===== config.mk =====
export PLATFORM = sky130hd
export DESIGN_NAME = sr_cmd_seq
export DESIGN_NICKNAME = d
export VERILOG_FILES = /design/src/rtl/sr_cmd_seq.sv
export SDC_FILE = /design/constraint.sdc
export NUM_CORES = 1
export LEC_CHECK = 0
export BUFFER_PORTS_ARGS = -buffer_cell sky130_fd_sc_hd__buf_2
export CORE_MARGIN = 2
export CORE_UTILIZATION = 50
export DETAILED_ROUTE_END_ITERATION = 7
export GPL_TIMING_DRIVEN = 0
export PLACE_DENSITY = 0.7
export SLEW_MARGIN = 5
export SYNTH_ARGS = -nofsm -noshare
export SYNTH_HDL_FRONTEND = slang
export SYNTH_SLANG_ARGS = --single-unit

===== constraint.sdc =====
create_clock -name clk -period 2.4 [get_ports clk]
set_input_delay 0.12 -clock clk [delete_from_list [all_inputs] [get_ports clk]]
set_output_delay 0.12 -clock clk [all_outputs]
set_load 0.02 [all_outputs]

===== src/rtl/sr_cmd_seq.sv =====
module sr_cmd_seq #(
  parameter int CMD_W     = 16,
  parameter int WAIT_W    = 4,
  parameter int ADDR_W    = 8,
  parameter int N_STEP    = 4,
  parameter int CTRL_ADDR = 'h10,
  parameter int CMD_BASE  = 'h18
) (
  input  logic                    clk,
  input  logic                    rst_n,
  input  logic                    reg_we,
  input  logic [ADDR_W-1:0]       reg_addr,
  input  logic [CMD_W-1:0]        reg_wdata,
  output logic [CMD_W-1:0]        reg_rdata,
  input  logic                    pm_req,
  output logic                    pm_ack,
  output logic                    cmd_valid,
  output logic [CMD_W-WAIT_W-1:0] cmd_word
);
  localparam int OUT_W = CMD_W - WAIT_W;
  localparam int N_REG = 2 * N_STEP;
  localparam int IDX_W = (N_STEP > 1) ? $clog2(N_STEP) : 1;

  typedef enum logic [1:0] {S_IDLE, S_ISSUE, S_HOLD} st_t;

  logic [CMD_W-1:0]  cmd_q [N_REG];
  logic [CMD_W-1:0]  snap  [N_STEP];
  logic              en_q, req_q, dir_exit;
  st_t               state;
  logic [IDX_W-1:0]  idx;
  logic [WAIT_W-1:0] cnt;

  wire rise = pm_req & ~req_q;
  wire fall = ~pm_req & req_q;
  wire [CMD_W-1:0]  cur      = snap[idx];
  wire [WAIT_W-1:0] cur_wait = cur[CMD_W-1 -: WAIT_W];
  wire last      = (idx == IDX_W'(N_STEP - 1));
  wire step_done = (state == S_ISSUE && cur_wait == '0) || (state == S_HOLD && cnt == WAIT_W'(1));
  wire go_entry  = (state == S_IDLE) && rise && en_q && !pm_ack;
  wire go_exit   = (state == S_IDLE) && fall && pm_ack;

  assign cmd_valid = (state == S_ISSUE);
  assign cmd_word  = cmd_valid ? cur[OUT_W-1:0] : '0;

  always_ff @(posedge clk) begin
    if (!rst_n) begin
      en_q <= 1'b0;
      for (int i = 0; i < N_REG; i++) cmd_q[i] <= '0;
    end else if (reg_we) begin
      if (reg_addr == ADDR_W'(CTRL_ADDR)) en_q <= reg_wdata[0];
      for (int i = 0; i < N_REG; i++)
        if (reg_addr == ADDR_W'(CMD_BASE + 4 * i)) cmd_q[i] <= reg_wdata;
    end
  end

  always_comb begin
    reg_rdata = '0;
    if (reg_addr == ADDR_W'(CTRL_ADDR)) reg_rdata[0] = en_q;
    for (int i = 0; i < N_REG; i++)
      if (reg_addr == ADDR_W'(CMD_BASE + 4 * i)) reg_rdata = cmd_q[i];
  end

  always_ff @(posedge clk) begin
    if (!rst_n) begin
      req_q    <= 1'b0;
      pm_ack   <= 1'b0;
      state    <= S_IDLE;
      dir_exit <= 1'b0;
      idx      <= '0;
      cnt      <= '0;
      for (int k = 0; k < N_STEP; k++) snap[k] <= '0;
    end else begin
      req_q <= pm_req;
      case (state)
        S_IDLE: if (go_entry || go_exit) begin
          state    <= S_ISSUE;
          dir_exit <= go_exit;
          idx      <= '0;
          for (int k = 0; k < N_STEP; k++) snap[k] <= cmd_q[go_exit ? k + N_STEP : k];
        end
        S_ISSUE: if (cur_wait != '0) begin
          cnt   <= cur_wait;
          state <= S_HOLD;
        end
        S_HOLD: cnt <= cnt - WAIT_W'(1);
        default: state <= S_IDLE;
      endcase
      if (step_done) begin
        if (last) begin
          pm_ack <= !dir_exit;
          state  <= S_IDLE;
        end else begin
          idx   <= idx + IDX_W'(1);
          state <= S_ISSUE;
        end
      end
    end
  end


  first_cmd_chk: assert property (@(posedge clk) disable iff (!rst_n)
    go_entry |=> cmd_valid && cmd_word == $past(cmd_q[0][OUT_W-1:0]));

  wait_gap_chk: assert property (@(posedge clk) disable iff (!rst_n)
    (cmd_valid && cur_wait != '0) |=> !cmd_valid);

  ack_rise_chk: assert property (@(posedge clk) disable iff (!rst_n)
    $rose(pm_ack) |-> $past(state != S_IDLE) && !cmd_valid);

  ack_fall_chk: assert property (@(posedge clk) disable iff (!rst_n)
    $fell(pm_ack) |-> $past(dir_exit));

  dis_ignore_chk: assert property (@(posedge clk) disable iff (!rst_n)
    (state == S_IDLE && rise && !en_q && !pm_ack) |=> !cmd_valid && !pm_ack);

  idle_hold_chk: assert property (@(posedge clk) disable iff (!rst_n)
    (state == S_IDLE && !rise && !fall) |=> !cmd_valid && $stable(pm_ack));

  busy_keep_chk: assert property (@(posedge clk) disable iff (!rst_n)
    (state != S_IDLE && !step_done) |=> state != S_IDLE);
endmodule


==> flow_metrics.py <==
metrics = {
    "yosys": {
        "syn-num-nets": 871,
        "synth_area_mm2": 0.00957,
        "ys_top_cells_by_count": "192 x edfxtp_1, 173 x nand2_1, 105 x nor2_1",
        "yosys.area.top_type": "edfxtp_1",
        "yosysUniqueCellTypes": 55,
        "avgSynthCellArea_um2": 11.4,
        "yosys_most_used_dff": "edfxtp_1",
        "ys_warn_count": 0,
        "async_flop_share_pct": 0,
        "netlist_instances": 840,
        "netlist_top_cells_area": "edfxtp_1 60%, nand2_1 6.8%, a21oi_1 4.4%",
        "synth_top_area_share_pct": 60.3,
        "yosysSeqAreaShare_pct": 62.8,
        "yosysMostFrequentCell": "edfxtp_1",
        "yosys_register_bits": 204,
        "synth_edf_count": 192,
    },
    "setup_path": {
        "slowest_stage": "or4b_1",
        "setup.worst_path.start_class": "primary input",
        "cp_common_cell": "buf_2",
        "r2r_slack_ps": 60,
        "cpPeakStageDelay_ps": 520,
        "cp_top_family": "simple AND/OR/NAND/NOR gates",
        "reg2regPathDepth": 6,
        "path_cells": "buf_2 -> or4b_1 -> clkbuf_1 -> nor2_1 -> a22o_1 -> a221oi_1 -> o21ai_0 -> buf_2",
        "path_buf_inv": 3,
        "path_depth": 8,
        "cp_data_arrival_time_ps": 2330,
        "path_max_fanout": 8,
        "cp_data_required_time_ps": 2280,
        "crit_path_end_kind": "output port",
        "path_class": "in -> out",
    },
    "die": {
        "die-area_mm2": 0.0203,
        "die_h_um": 142,
        "pin_count": 58,
        "die_width_um": 142,
        "core_area_mm2": 0.0188,
        "num_rows": 50,
        "start_util_pct": 51.0,
    },
    "drt": {
        "vias": 7284,
        "wirelength_um": 28700,
        "detail_route.wl_per_cell_um": 24.4,
        "antenna_left": 0,
        "via_per_inst": 6.22,
        "detailedRoute.firstIterationViolations": 1188,
        "route.detailed.drc": 0,
        "dr.pass1.iters": 7,
    },
    "final_layout": {
        "final_area_mm2": 0.0110,
        "final_util_pct": 58.8,
        "n_fill_cell": 1519,
        "multiInputGateArea_mm2": 0.00337,
        "layout-drive-gt1-share_pct": 16.4,
        "area_growth_pct": 15.4,
        "ff_latch_area_mm2": 0.00601,
        "fin_nets": 952,
    },
    "clock_network": {
        "clockBufferDepth": 3,
        "clock-sinks": 204,
        "clk_pin_slew_worst_paths_ps": 60,
        "htreeDepth": 1,
        "clock_latency_ps": 510,
        "root_buffer": "clkbuf_16",
        "cts_buffers": 22,
        "cts_tree": "built",
    },
    "worst_hold_path": {
        "worstHoldPathCells": 3,
        "hold_path_class": "in -> reg",
    },
    "placement": {
        "place_congestion": 1.02,
        "hpwl_um": 19400,
        "dpl_cell_area_mm2": 0.0101,
        "io_buffer_count": 54,
    },
    "outcome": {
        "failed_checks": "setup timing",
        "status": "finished with violations",
    },
    "global_routing": {
        "antenna_found_initial": 0,
        "grt_use_total_pct": 28.5,
        "grt_pass1_wl_um": 41800,
        "grt_pass1_vias": 6886,
        "grt_max_degree": 65,
        "overflow": 0,
    },
    "sta": {
        "setup_violations": 24,
        "final_max_slew_viol_count": 0,
        "setup_slack_ps": -50.8,
        "max_freq_mhz": 408,
        "hold_violations": 0,
        "rsz0062_at_grt": "yes",
        "skew_ps": 10.7,
        "slew_headroom_pct": 36.8,
        "post-route-min-period_ps": 2450,
        "tightestPinTransition_ps": 947,
        "post-route-period-util_pct": 102,
    },
    "power_and_ir_drop": {
        "p_total_mw": 7.96,
        "p_per_area_mw_per_mm2": 721,
        "p_leak_nw": 4.15,
        "vdd_drop_max_v": 0.000455,
    },
    "flow_run": {
        "drv_cap": 0,
    },
}
layout by cell type, fill, tap and decap left out, types with 14 or more instances in the layout:
cell and n:
edfxtp_1 192, nand2_1 163, nor2_1 104, a21oi_1 83
buf_2 59, mux2i_1 35, clkbuf_1 30, inv_1 23
clkbuf_16 23, clkbuf_2 22, o21ai_0 15, mux4_2 14
and2_1 14
final cells by class:
cell class | count | share of cell area [%]
diodes | 1 | 0.0227
plain buffers | 54 | 2.24
clock buffers | 29 | 5.42
clock inverters | 11 | 1.18
inverters | 23 | 0.782
multi-input cells | 558 | 30.5
flip-flops and latches | 204 | 54.4
well taps | 234 | 2.65
repair buffers | 58 | 2.77
what timing repair did:
| action | 4_1_cts | 5_1_grt |
|---|---|---|
| setup buffers | 2 | 0 |
| resized for setup | 35 | 23 |
| pin swaps | 2 | 0 |
| hold buffers | 2 | 0 |
| endpoints found under the setup margin | 193 | 112 |
| endpoints found under the hold margin | 2 | 0 |
logic make-up (layout without fill, tap and decap cells):
family	count (synthesis)	in the layout	share of synthesized area (%)
simple gates	339	339	15.3
fa+ha+maj	3	3	0.392
compound gates	160	160	10.3
mux	53	53	7.74
flops	204	204	62.8
buf+inv	78	175	3.17
xor+xnor	3	3	0.275
other cells	0	1	0
path summary, 6_finish.rpt:
| check | from | endpoint |
|---|---|---|
| worst min register to register | dir_exit | dir_exit |
| worst max register to register | en_q | snap[0][5] |
| worst min-delay path | reg_wdata[4] | cmd_q[6][4] |
| worst max-delay path | reg_addr[7] | reg_rdata[1] |
metal layers:
layer | up-vias | global-route usage [%] | wire (um)
met4 | 0 | 11.6 | 1150
met2 | 549 | 43.5 | 12900
met3 | 112 | 6.26 | 3810
met5 | - | 0 | 0
li1 | 3206 | - | -
met1 | 3417 | 40.0 | 10800
sequential cells by signal, summed over array words and instances, names as in the netlist:
register,count
en_q,1
req_q,1
dir_exit,1
pm_ack,1
snap,64
cnt,4
state,2
cmd_q,128
idx,2
worst register-to-register path: cells and delay by family (launching register included):
kind                   cells  cell delay [ps]
AOI/OAI and AO/OA          2              770
buffers and inverters      2              440
DFF                        1              430
and+or+nand+nor            2              470
through the flow:
step / setup WS, ps / std cells / hold slack, ps / TNS, ps
after floorplan: 167 / 840 / 242 / 0
after global placement: -1110 / 1128 / 347 / -176390
after detailed placement: -1150 / 1128 / 356 / -134260
after CTS: 4.42 / 1172 / 36.5 / 0
after global routing: -113 / 1171 / 84.7 / -3270
final: -50.8 / 1172 / 39.1 / -778
power breakdown:
group / switching (mW) / leakage, nW / internal [mW]
registers: 0.0960 / 1.98 / 4.06
clock network: 1.34 / 0.347 / 2.07
logic: 0.270 / 1.82 / 0.114
total: 1.71 / 4.15 / 6.25
Note: power is estimated with default switching activity, not from simulation.
